`config.mk`:
```
export PLATFORM = sky130hd
export DESIGN_NAME = flut_seq_builder
export DESIGN_NICKNAME = d
export VERILOG_FILES = /design/src/rtl/flut_pkg.sv /design/src/rtl/flut_seq_encoder.sv /design/src/rtl/flut_lut_writer.sv /design/src/rtl/flut_seq_builder.sv
export SDC_FILE = /design/constraint.sdc
export NUM_CORES = 1
export LEC_CHECK = 0
export ABC_AREA = 1
export BUFFER_PORTS_ARGS = -buffer_cell sky130_fd_sc_hd__buf_2
export CAP_MARGIN = 20
export CORE_MARGIN = 2
export CORE_UTILIZATION = 50
export CTS_CLUSTER_SIZE = 25
export DETAILED_ROUTE_END_ITERATION = 7
export GPL_TIMING_DRIVEN = 0
export PLACE_DENSITY = 0.73
export SLEW_MARGIN = 20
export SYNTH_ARGS = -nofsm -noshare
export SYNTH_HDL_FRONTEND = slang
export SYNTH_SLANG_ARGS = --single-unit
```
`constraint.sdc`:
```
create_clock -name clk -period 8.45 [get_ports clk]
set_input_delay 0.845 -clock clk [delete_from_list [all_inputs] [get_ports clk]]
set_output_delay 0.845 -clock clk [all_outputs]
set_load 0.02 [all_outputs]
```
`src/rtl/flut_pkg.sv`:
```
package flut_pkg;

  typedef logic [15:0] instr_t;

  localparam logic [5:0] OP_CMD       = 6'h01;
  localparam logic [5:0] OP_ADDR      = 6'h02;
  localparam logic [5:0] OP_DUMMY     = 6'h0C;
  localparam logic [5:0] OP_WRITE     = 6'h08;
  localparam logic [5:0] OP_READ      = 6'h09;
  localparam logic [5:0] OP_CMD_DDR   = 6'h21;
  localparam logic [5:0] OP_ADDR_DDR  = 6'h22;
  localparam logic [5:0] OP_DUMMY_DDR = 6'h2C;
  localparam logic [5:0] OP_WRITE_DDR = 6'h28;
  localparam logic [5:0] OP_READ_DDR  = 6'h29;

  typedef struct packed {
    logic [15:0] op_code;
    logic [3:0]  cmd_w;
    logic [3:0]  addr_w;
    logic [3:0]  dummy_w;
    logic [3:0]  data_w;
    logic [2:0]  addr_bytes;
    logic [4:0]  dummy_bytes;
    logic        has_data;
    logic        rd;
    logic        cmd_dtr;
    logic        addr_dtr;
    logic        dummy_dtr;
    logic        data_dtr;
  } desc_t;

  function automatic logic [1:0] width_to_pad(input logic [3:0] w);
    case (w)
      4'd2:    return 2'd1;
      4'd4:    return 2'd2;
      4'd8:    return 2'd3;
      default: return 2'd0;
    endcase
  endfunction

  function automatic instr_t mk_instr(input logic [5:0] op, input logic [1:0] pad,
                                      input logic [7:0] operand);
    return {op, pad, operand};
  endfunction

endpackage

```
`src/rtl/flut_seq_encoder.sv`:
```
module flut_seq_encoder
  import flut_pkg::*;
#(
  parameter int N_WORDS = 4
) (
  input  desc_t                    desc,
  output logic [N_WORDS*32-1:0]    words
);

  localparam int N_INSTR = 2 * N_WORDS;
  localparam int IX_W    = $clog2(N_INSTR);

  instr_t           slots [N_INSTR];
  logic [IX_W-1:0]  n;
  logic [1:0]       cpad, apad, dpad_data, dpad_own;
  logic [7:0]       dcyc;

  assign cpad      = width_to_pad(desc.cmd_w);
  assign apad      = width_to_pad(desc.addr_w);
  assign dpad_data = width_to_pad(desc.data_w);
  assign dpad_own  = width_to_pad(desc.dummy_w);
  assign dcyc      = {desc.dummy_bytes, 3'b000} >> dpad_own;

  always_comb begin
    for (int k = 0; k < N_INSTR; k++) slots[k] = '0;
    n = '0;
    // command phase
    if (desc.cmd_dtr) begin
      slots[n] = mk_instr(OP_CMD_DDR, cpad, desc.op_code[15:8]);
      n = n + 1'b1;
      slots[n] = mk_instr(OP_CMD_DDR, cpad, desc.op_code[7:0]);
      n = n + 1'b1;
    end else begin
      slots[n] = mk_instr(OP_CMD, cpad, desc.op_code[7:0]);
      n = n + 1'b1;
    end
    // address phase
    if (desc.addr_bytes != 3'd0) begin
      slots[n] = mk_instr(desc.addr_dtr ? OP_ADDR_DDR : OP_ADDR, apad,
                          {2'b00, desc.addr_bytes, 3'b000});
      n = n + 1'b1;
    end
    // dummy phase: pad follows the data width
    if (desc.dummy_bytes != 5'd0) begin
      slots[n] = mk_instr(desc.dummy_dtr ? OP_DUMMY_DDR : OP_DUMMY, dpad_data, dcyc);
      n = n + 1'b1;
    end
    // data phase
    if (desc.has_data) begin
      if (desc.rd) slots[n] = mk_instr(desc.data_dtr ? OP_READ_DDR  : OP_READ,  dpad_data, 8'h00);
      else         slots[n] = mk_instr(desc.data_dtr ? OP_WRITE_DDR : OP_WRITE, dpad_data, 8'h00);
    end
  end

  for (genvar w = 0; w < N_WORDS; w++) begin : g_pack
    assign words[w*32 +: 32] = {slots[2*w+1], slots[2*w]};
  end

endmodule

```
`src/rtl/flut_lut_writer.sv`:
```
module flut_lut_writer #(
  parameter int              N_WORDS    = 4,
  parameter int              AW         = 12,
  parameter logic [AW-1:0]   SLOT_BASE  = 12'h3F0,
  parameter logic [AW-1:0]   LOCK_ADDR  = 12'h018,
  parameter logic [31:0]     UNLOCK_KEY = 32'h5AF0_5AF2,
  parameter logic [31:0]     LOCK_KEY   = 32'h5AF0_5AF1
) (
  input  logic                    clk,
  input  logic                    rst,
  input  logic                    start,
  input  logic [N_WORDS*32-1:0]   words_in,
  input  logic                    reg_ready,
  output logic                    reg_wr,
  output logic [AW-1:0]           reg_addr,
  output logic [31:0]             reg_wdata,
  output logic                    done
);

  localparam int N_STEPS = N_WORDS + 2;
  localparam int SW      = $clog2(N_STEPS);
  localparam int WI      = (N_WORDS > 1) ? $clog2(N_WORDS) : 1;
  localparam logic [SW-1:0] LAST = SW'(N_STEPS - 1);

  logic [31:0]    words_q [N_WORDS];
  logic [SW-1:0]  step, nxt;
  logic [WI-1:0]  wi;
  logic [AW-1:0]  nxt_addr;
  logic [31:0]    nxt_data;

  assign nxt = step + 1'b1;
  assign wi  = WI'(nxt - 1'b1);

  always_comb begin
    if (nxt == LAST) begin
      nxt_addr = LOCK_ADDR;
      nxt_data = LOCK_KEY;
    end else begin
      nxt_addr = SLOT_BASE + {wi, 2'b00};
      nxt_data = words_q[wi];
    end
  end

  always_ff @(posedge clk) begin
    if (start && !reg_wr)
      for (int k = 0; k < N_WORDS; k++) words_q[k] <= words_in[k*32 +: 32];
  end

  always_ff @(posedge clk) begin
    if (rst) begin
      reg_wr    <= 1'b0;
      reg_addr  <= '0;
      reg_wdata <= '0;
      done      <= 1'b0;
      step      <= '0;
    end else begin
      done <= 1'b0;
      if (!reg_wr) begin
        if (start) begin
          step      <= '0;
          reg_wr    <= 1'b1;
          reg_addr  <= LOCK_ADDR;
          reg_wdata <= UNLOCK_KEY;
        end
      end else if (reg_ready) begin
        if (step == LAST) begin
          reg_wr <= 1'b0;
          done   <= 1'b1;
        end else begin
          step      <= nxt;
          reg_addr  <= nxt_addr;
          reg_wdata <= nxt_data;
        end
      end
    end
  end

  assert_hold_R9: assert property (@(posedge clk) disable iff (rst)
    reg_wr && !reg_ready |=> reg_wr && $stable(reg_addr) && $stable(reg_wdata));

  assert_unlock_first_R8: assert property (@(posedge clk) disable iff (rst)
    $rose(reg_wr) |-> reg_addr == LOCK_ADDR && reg_wdata == UNLOCK_KEY);

  assert_done_after_lock_R10: assert property (@(posedge clk) disable iff (rst)
    done |-> $past(reg_wr && reg_ready && reg_addr == LOCK_ADDR && reg_wdata == LOCK_KEY));

  assert_done_pulse_R10: assert property (@(posedge clk) disable iff (rst)
    done |=> !done);

  assert_reset_state_R12: assert property (@(posedge clk)
    $past(rst) |-> !reg_wr && !done);

endmodule

```
`src/rtl/flut_seq_builder.sv`:
```
module flut_seq_builder
  import flut_pkg::*;
#(
  parameter int            LUT_SLOTS  = 32,
  parameter int            AW         = 12,
  parameter int            DLEN_W     = 16,
  parameter logic [AW-1:0] LUT_BASE   = 12'h200,
  parameter logic [AW-1:0] LOCK_ADDR  = 12'h018,
  parameter logic [31:0]   UNLOCK_KEY = 32'h5AF0_5AF2,
  parameter logic [31:0]   LOCK_KEY   = 32'h5AF0_5AF1
) (
  input  logic              clk,
  input  logic              rst,
  input  logic              start,
  input  logic [15:0]       op_code,
  input  logic [3:0]        cmd_width,
  input  logic [3:0]        addr_width,
  input  logic [3:0]        dummy_width,
  input  logic [3:0]        data_width,
  input  logic [2:0]        addr_bytes,
  input  logic [4:0]        dummy_bytes,
  input  logic [DLEN_W-1:0] data_len,
  input  logic              data_read,
  input  logic              cmd_dtr,
  input  logic              addr_dtr,
  input  logic              dummy_dtr,
  input  logic              data_dtr,
  input  logic              reg_ready,
  output logic              reg_wr,
  output logic [AW-1:0]     reg_addr,
  output logic [31:0]       reg_wdata,
  output logic              done
);

  localparam int            N_WORDS   = 4;
  localparam logic [AW-1:0] SLOT_BASE = LUT_BASE + AW'((LUT_SLOTS - 1) * N_WORDS * 4);

  desc_t                  desc;
  logic [N_WORDS*32-1:0]  words;

  assign desc = '{op_code: op_code, cmd_w: cmd_width, addr_w: addr_width,
                  dummy_w: dummy_width, data_w: data_width,
                  addr_bytes: addr_bytes, dummy_bytes: dummy_bytes,
                  has_data: |data_len, rd: data_read, cmd_dtr: cmd_dtr,
                  addr_dtr: addr_dtr, dummy_dtr: dummy_dtr, data_dtr: data_dtr};

  flut_seq_encoder #(.N_WORDS(N_WORDS)) u_enc (
    .desc  (desc),
    .words (words)
  );

  flut_lut_writer #(
    .N_WORDS    (N_WORDS),
    .AW         (AW),
    .SLOT_BASE  (SLOT_BASE),
    .LOCK_ADDR  (LOCK_ADDR),
    .UNLOCK_KEY (UNLOCK_KEY),
    .LOCK_KEY   (LOCK_KEY)
  ) u_wr (
    .clk       (clk),
    .rst       (rst),
    .start     (start),
    .words_in  (words),
    .reg_ready (reg_ready),
    .reg_wr    (reg_wr),
    .reg_addr  (reg_addr),
    .reg_wdata (reg_wdata),
    .done      (done)
  );

endmodule

```
Yosys cells after proc, flatten, opt, wreduce, memory -nomap -nowiden
Memory sizes are Yosys's and may differ from the RTL's. Index checks and enable logic that the tools add are counted.

Input port bits: 65. Output and inout bits: 46. Bits in writable memories: 128. Bits in registers: 49. Memories kept: 1.

Reductions and logical operators: 11. Bitwise operators: 5. $add $sub $neg: 5. Equality and inequality tests: 16. Order comparisons: 6. Multiplexer cells: 48. Shift operators: 1.

Memories: u_wr.words_q (depth 4, bits a word 32, rd ports 1, clocked after Yosys merged registers in 0, wr ports 4, RTL line flut_lut_writer.sv:25) `logic [31:0] words_q [N_WORDS];`.

Operators with widths (count): 128-bit bitwise mux (4); 128-bit 2-to-1 mux (4); 32-bit 2-to-1 mux (5); 16-bit demux with 3-bit select (3); 16-bit 2-to-1 mux (5); 12-bit 2-to-1 mux (5); 6-bit 2-to-1 mux (4); 2-bit case mux with 3 select lines (4); 3-bit 2-to-1 mux (6); 4-bit by 2-bit == test with 1-bit output (second input constant) (4); 4-bit by 3-bit == test with 1-bit output (second input constant) (4); 4-bit == test (second input constant) (4); 16-bit OR reduction (1); 4-bit greater-or-equal comparator (second input constant) (3); 4-bit by 1-bit < comparator with 1-bit output (second input constant) (3); 10-bit by 4-bit adder with 11-bit output (first input constant) (1); 3-bit inverter with 4-bit output (2); 8-bit by 2-bit right shift with 8-bit output (1); 1-bit 2-to-1 mux (7); 3-bit by 1-bit adder with 3-bit output (second input constant) (2); 3-bit == test (second input constant) (2); 5-bit nonzero test (1); 1-bit logical AND (4); 2-bit != test (second input constant) (2); 10 further kinds (11).

Depth between registers and ports, before layout
Gate-level depths: netlist of the first run.

Depth after elaboration: 13. Gate-level depth with buffers: 11.

Modules after synthesis
From an unflattened synthesis of the first run, not the netlist that was laid out.

Cells, all modules: 941. Area total of the unflattened synthesis: 8608.3 µm².

By module, submodules not included: flut_lut_writer (cells each 527, times used 1, area each 6521.3 µm², seq. area each 4664.5 µm²); flut_seq_encoder (cells each 399, times used 1, area each 2030.7 µm², seq. area each 0.0 µm²); flut_seq_builder (cells each 15, times used 1, area each 56.3 µm², seq. area each 0.0 µm²).

Worst setup path before layout of the first run
Ideal clock, no wire load.

Path kind: input-to-reg. Start: input start. End: register u_wr.reg_addr[8]. Stages on the path: 7. Data required time: 8.318 ns. Data arrival time: 5.096 ns. Setup slack: 3.222 ns. Cells stage by stage: inv_1 -> nor2_1 -> nor2_1 -> buf_4 -> buf_6 -> nand2_1 -> a21oi_1.

Cells in the longest elaborated chain, start to end: 2.

RTL lines: from (decl) (RTL line flut_seq_builder.sv:14) `input logic start,`; 2-bit nonzero test (no source line); 3-bit AND reduction (no source line); to (signal assigned) (RTL line flut_lut_writer.sv:71) `reg_addr <= nxt_addr;`; to (decl) (RTL line flut_lut_writer.sv:15) `output logic [AW-1:0] reg_addr,`.

Every way passes these cells. A chain may end at the register's enable or synchronous reset.

==> results of run 1 <==
[path summary, 6_finish.rpt]
check / startpoint / to / slack, ns / cells past startpoint
setup / recovery: cmd_dtr / u_wr.words_q[0][12] / 5.52 / 11
hold / removal: u_wr.reg_addr[2] / u_wr.reg_addr[2] / 0.46 / 2
setup reg to reg: u_wr.step[0] / u_wr.reg_wdata[8] / 5.96 / 9
hold reg to reg: u_wr.reg_addr[2] / u_wr.reg_addr[2] / 0.46 / 2
[cell usage after synthesis (8+ instances only)]
cell / count / area share
nand2_1: 196 / 0.13
nor2_1: 84 / 0.054
edfxtp_1: 78 / 0.40
inv_1: 57 / 0.036
nand3_1: 41 / 0.035
dfxtp_1: 40 / 0.14
o21ai_0: 39 / 0.033
a21oi_1: 38 / 0.032
buf_4: 15 / 0.019
a31oi_1: 13 / 0.014
buf_2: 9 / 0.0077
clkbuf_1: 8 / 0.0051
ha_1: 8 / 0.017
[worst min-delay path, cell delays in order (launching register included)]
cell     delay, ns
dfxtp_1       0.30
nand2_1       0.06
a21oi_1       0.05
[registers in the layout (all words and copies together), names as in the netlist]
register and flops:
u_wr.done 1, u_wr.reg_addr 4, u_wr.reg_wdata 31, u_wr.reg_wr 1, u_wr.step 3, u_wr.words_q 78
[logic make-up after synthesis]
| group | after synthesis | synth area share |
|---|---|---|
| AO/OA/AOI/OAI | 106 | 0.100 |
| adder cells (fa/ha/maj) | 9 | 0.0205 |
| other | 1 | 0.000639 |
| AND/OR/NAND/NOR | 350 | 0.255 |
| XOR/XNOR | 3 | 0.00448 |
| multiplexers | 2 | 0.00384 |
| buffers and inverters | 100 | 0.0794 |
| flip-flops | 118 | 0.536 |
[per-layer routing]
metal	up-vias	wire [um]	track usage
li1	2528	-	-
met1	2329	6470	0.321
met2	215	6640	0.377
met3	21	977	0.0502
met4	0	221	0.0878
met5	-	0	0
[per-stage QoR]
step	util	cells	instance area, um2	hold WS [ns]
after floorplan	-	692	5880	0.449
after global placement	0.577	941	6590	0.446
after detailed placement	0.582	943	6640	0.451
after CTS	0.635	975	7260	0.459
after global routing	0.635	975	7260	0.480
final	0.635	975	7260	0.457
[power groups by stage]
stage          Clock, mW  Sequential, mW  Combinational (mW)
2_1_floorplan          0           0.696               0.123
6_report           0.713           0.672               0.214
3_3_place_gp           0           0.684               0.203
3_5_place_dp           0           0.683               0.212
5_1_grt            0.743           0.675               0.237
4_1_cts            0.717           0.672               0.214
[layout make-up]
class | instances | share of cell area
sequential | 118 | 0.433
inverter | 65 | 0.0336
tap | 143 | 0.0247
clock buffer | 26 | 0.0805
multi-input combinational | 474 | 0.314
buffer | 35 | 0.0305
timing repair buffer | 108 | 0.0797
clock inverter | 6 | 0.00414
==> flow_summary.toml, run 1 <==
[outcome]
status = "finished clean"

[global_routing]
grt_use_total = 0.236
first_global_vias = 4834
antenna_found_initial = 0
grt_max_degree = 29
overflow = 0
grt_pass1_wl_mm = 23.5

[power]
p_total_mw = 1.60
max-vdd-ir-drop_mv = 0.181
power.clock.fraction = 0.446
swShare = 0.247
p_leak_nw = 3.41
power_density_nw_per_um2 = 220
p_int_mw = 1.20
seqPwrFrac = 0.420
power_frac_comb = 0.134
p_switching_uw = 395

[worst_setup_path]
required_ns = 8.61
cp_cell_sequence = "buf_2 > clkbuf_1 > inv_1 > clkbuf_1 > ha_1 > nand4_1 > nand2_4 > nand4_2 > buf_6 > nand3_1 > inv_1"
cp_max_fo = 12
path_class = "input port to flop"
max_stage_delay_ns = 0.48
cp-end-kind = "flop"
crit_buf_inv = 6
crit_arrival_ns = 3.09
critPathLaunchType = "input port"
cp_top_family = "buffers and inverters"
slowest_stage = "clkbuf_1"

[floorplanning]
num_rows = 39
die_w_um = 112
core-area_um2 = 11400
dieHeight_um = 112
dieArea_um2 = 12600
ios = 111
start_util = 0.514

[detailed_routing]
drc = 0
postRouteWirelength_mm = 14.3
antenna_left = 0
num_vias = 5093
wire_per_inst_um = 14.7
drtPass1Iterations = 5
viasPerCell = 5.22
drtIter0Drc = 355

[cts]
cts_tree = "built"
cts-hold-fix-buffers = 0
insertion_delay_ns = 0.41
clock-sinks = 118
numCtsBuffers = 17
cts_setup_buffers = 0
post_cts_resized = 0
clk_pin_slew_worst_paths_ns = 0.05
clockRootBuffer = "clkbuf_16"
cts_buffer_depth = 2
htreeDepth = 4

[sta]
maxSlewViolCount = 0
relSlewSlack = 0.471
timing.final.crit_share = 0.346
finalCriticalPeriod_ns = 2.93
max_freq_ghz = 0.342
rsz0062_at_grt = "false"
skew_ns = 0.00762
worst_slew_pin_slew_ns = 0.791
finalSetupTns_ns = 0
setup_ws_ns = 5.52
hold_viol = 0
setup_viol = 0

[synthesis]
netlist_instances = 689
synth-edff-count = 78
synth_flop_cell = "edfxtp_1"
ys_seq_elements = 118
seq_area_frac_synth = 0.536
synthArstFlopShare = 0
ys_warn_count = 0
synth_cell_types = 38
synth_area_um2 = 5870
syn_area_per_cell_um2 = 8.51

[worst_hold_path]
worstHoldPathType = "flop to flop"

[finish]
post_route_cells_drive_above_1_share = 0.231
layout_commonest_cell = "nand2_1"
fin_nets = 893
nFillCells = 959
final_cell_mix = "nand2_1, buf_2, nor2_1, edfxtp_1, inv_1"
diodes = 0
final-seq-area_um2 = 3140
syn2layout_area_growth_pct = 23.7
multi_input_area_um2 = 2280

[job]
cap_violations = 0

[placement]
io_buffers = 106
routabilityCongestion = 0.861
hpwl_mm = 10.8
pre_cts_ws_ns = 5.11
Power figures use the tool's default switching activity.
==> inputs of run 2 (changes only) <==
Settings changed: ABC_AREA 1 to 0, PLACE_DENSITY 0.73 to 0.76.
Clock period 8.45 ns to 2.6 ns, I/O delays scaled along.
==> run 2 against run 1 <==
Compared with the run above: power grew to 3.1 times the previous value; count of clock-buffer cells in the layout is 3 higher; routed wire length is 4.9% lower; worst setup slack worse by 5.4 ns; cell count is 19% lower; core utilization is 0.087 points lower; register-to-register slack worse by 5.8 ns; combinational power grew to 3.1 times the previous value; sequential cell count stayed put; synthesized cell count is 27% lower; first-iteration DRC count is 18% lower; highest routed layer unchanged.
==> flow_summary.toml, run 2 <==
[synthesis]
seq_area_frac_synth = 0.563
netlist_instances = 505
ys_seq_elements = 118
synth_cell_types = 52
synth-edff-count = 78
synth_commonest_cells = "nor2_1, edfxtp_1, dfxtp_1"
synth.most_common_cell = "nor2_1"
synthTopCellsByArea = "edfxtp_1, dfxtp_1, nor2_1, mux4_2, mux2i_1"
yosysTopAreaCellShare = 0.419
synth_flop_cell = "edfxtp_1"
synthArstFlopShare = 0
ys_warn_count = 0
synth_area_um2 = 5590
syn_area_per_cell_um2 = 11.1
yosysTopAreaCell = "edfxtp_1"

[floorplanning]
die_w_um = 110
dieHeight_um = 110
core-area_um2 = 10900
num_rows = 38
ios = 111
start_util = 0.513
dieArea_um2 = 12000

[worst_setup_path]
critPathLaunchType = "input port"
cp-end-kind = "flop"
cp_max_fo = 10
required_ns = 2.84
path_class = "input port to flop"
crit_arrival_ns = 2.72
r2r_slack_ns = 0.19

[finish]
post_route_cells_drive_above_1_share = 0.279
final_cell_mix = "buf_2, nor2_1, edfxtp_1, dfxtp_1, nand2_1"
finalNonFillerCells = 786
reg_top3 = "u_wr.words_q: 78 flops, u_wr.reg_wdata: 31 flops, u_wr.reg_addr: 4 flops"
nFillCells = 852
largest_register_ffs = 78
fin_nets = 707
regMostFlops = "u_wr.words_q"
multi_input_area_um2 = 2270
final-seq-area_um2 = 3140
layout_commonest_cell = "buf_2"
syn2layout_area_growth_pct = 23.7
diodes = 0

[global_routing]
grt_use_total = 0.237
use_met3 = 0.0462
met2_usage = 0.375
overflow = 0
antenna_found_initial = 0
first_global_vias = 4213
grt_max_degree = 31
grt.busiest_layer = "met2"
grt_pass1_wl_mm = 21.2
grtUsageMet1 = 0.320

[detailed_routing]
num_vias = 4552
wire_per_inst_um = 17.3
drc = 0
viasPerCell = 5.79
antenna_left = 0
drtPass1Iterations = 5
postRouteWirelength_mm = 13.6
drtIter0Drc = 292

[placement]
io_buffers = 104
pre_cts_ws_ns = -0.532
hpwl_mm = 9.90
routabilityCongestion = 0.882
dp.cells = 754

[sta]
maxSlewViolCount = 0
rsz0062_at_grt = "false"
setup_ws_ns = 0.128
skew_ns = 0.00488
relSlewSlack = 0.514
finalSetupTns_ns = 0
hold_viol = 0
timing.final.crit_share = 0.951
finalCriticalPeriod_ns = 2.47
setup_viol = 0
max_freq_ghz = 0.405
worst_slew_pin_slew_ns = 0.730
hold_slack_ns = 0.0249

[cts]
numCtsBuffers = 17
cts_buffer_depth = 2
clockRootBuffer = "clkbuf_8"
clk_pin_slew_worst_paths_ns = 0.05
htreeDepth = 4
cts_tree = "built"
insertion_delay_ns = 0.51
cts-hold-fix-buffers = 0
clock-sinks = 118

[job]
cap_violations = 0

[power]
power_frac_comb = 0.134
p_leak_nw = 2.82
power.clock.fraction = 0.422
seqPwrFrac = 0.445
p_int_mw = 3.71
power_density_nw_per_um2 = 709
p_switching_mw = 1.19
swShare = 0.243
max-vdd-ir-drop_mv = 0.328

[worst_hold_path]
worstHoldPathType = "input port to flop"

[outcome]
status = "finished clean"
-- run 2: changes by cell type after synthesis, sizes merged, moves of 11 or more --
cell,before,now
a21oi,38,19
nand2,201,27
inv,64,11
a31oi,13,2
nand3,42,18
a22oi,3,15
nor2,89,100
o21ai,44,15
clkbuf,8,19
nor3,7,22
mux4,0,11
mux2i,0,19
buf,27,14
-- run 2: kinds of logic (layout without fill, tap and decap cells) --
group | after synthesis | in the layout | synth area share
simple gates | 203 | 203 | 0.168
fa+ha+maj | 9 | 9 | 0.0215
flops | 118 | 118 | 0.563
mux | 34 | 34 | 0.0865
compound gates | 88 | 88 | 0.111
xor+xnor | 8 | 8 | 0.0125
other cells | 1 | 4 | 0.000671
buf+inv | 44 | 182 | 0.0374
-- run 2: worst paths after layout --
| kind | from | endpoint | cells after the start |
|---|---|---|---|
| worst max-delay path | cmd_dtr | u_wr.words_q[0][25] | 9 |
| worst min-delay path | start | u_wr.reg_wr | 3 |
| worst max register to register | u_wr.step[0] | u_wr.reg_wdata[8] | 8 |
| worst min register to register | u_wr.reg_addr[4] | u_wr.reg_addr[4] | 2 |
-- run 2: repair_timing --
action                                  4_1_cts  5_1_grt
gates cloned                                  0        0
pin swaps                                     0        0
buffers inserted                              0        0
hold endpoints to repair                      0        0
endpoints found under the setup margin       33       18
resized for setup                             4       10
-- run 2: power by group through the flow --
stage               registers [mW]  logic, mW  clock network, mW
floorplan                     2.25      0.365                  0
detailed placement            2.21      0.641                  0
finish                        2.18      0.654               2.07
global route                  2.19      0.713               2.17
global placement              2.21      0.614                  0
CTS                           2.18      0.647               2.08
-- run 2: area by class of cell --
type	instances	area share
multi-input combinational	346	0.328
clock inverter	3	0.00199
buffer	33	0.0264
tap	140	0.0254
timing repair buffer	106	0.0811
clock buffer	29	0.0753
inverter	11	0.00652
sequential	118	0.455
-- run 2: per-layer routing --
| layer | vias up | wire length [um] | share of wire |
|---|---|---|---|
| li1 | 2103 | - | - |
| met1 | 2187 | 5650 | 0.42 |
| met2 | 232 | 6510 | 0.48 |
| met3 | 30 | 1040 | 0.076 |
| met4 | 0 | 401 | 0.029 |
| met5 | - | 0 | 0 |
-- run 2: per-stage QoR --
step / total power [mW] / util / instance area (um2)
detailed placement: 2.86 / 0.583 / 6350
floorplan: 2.62 / - / 5610
global route: 5.07 / 0.635 / 6910
finish: 4.90 / 0.635 / 6910
global placement: 2.83 / 0.579 / 6310
CTS: 4.90 / 0.633 / 6890
-- run 2: worst max-delay path, cell delays in order --
cell and delay (ns):
buf_2 0.15, clkbuf_1 0.41, inv_1 0.23, ha_1 0.30
nor2b_1 0.17, and2_1 0.18, o211ai_1 0.50, nand2_1 0.30
mux2i_1 0.22
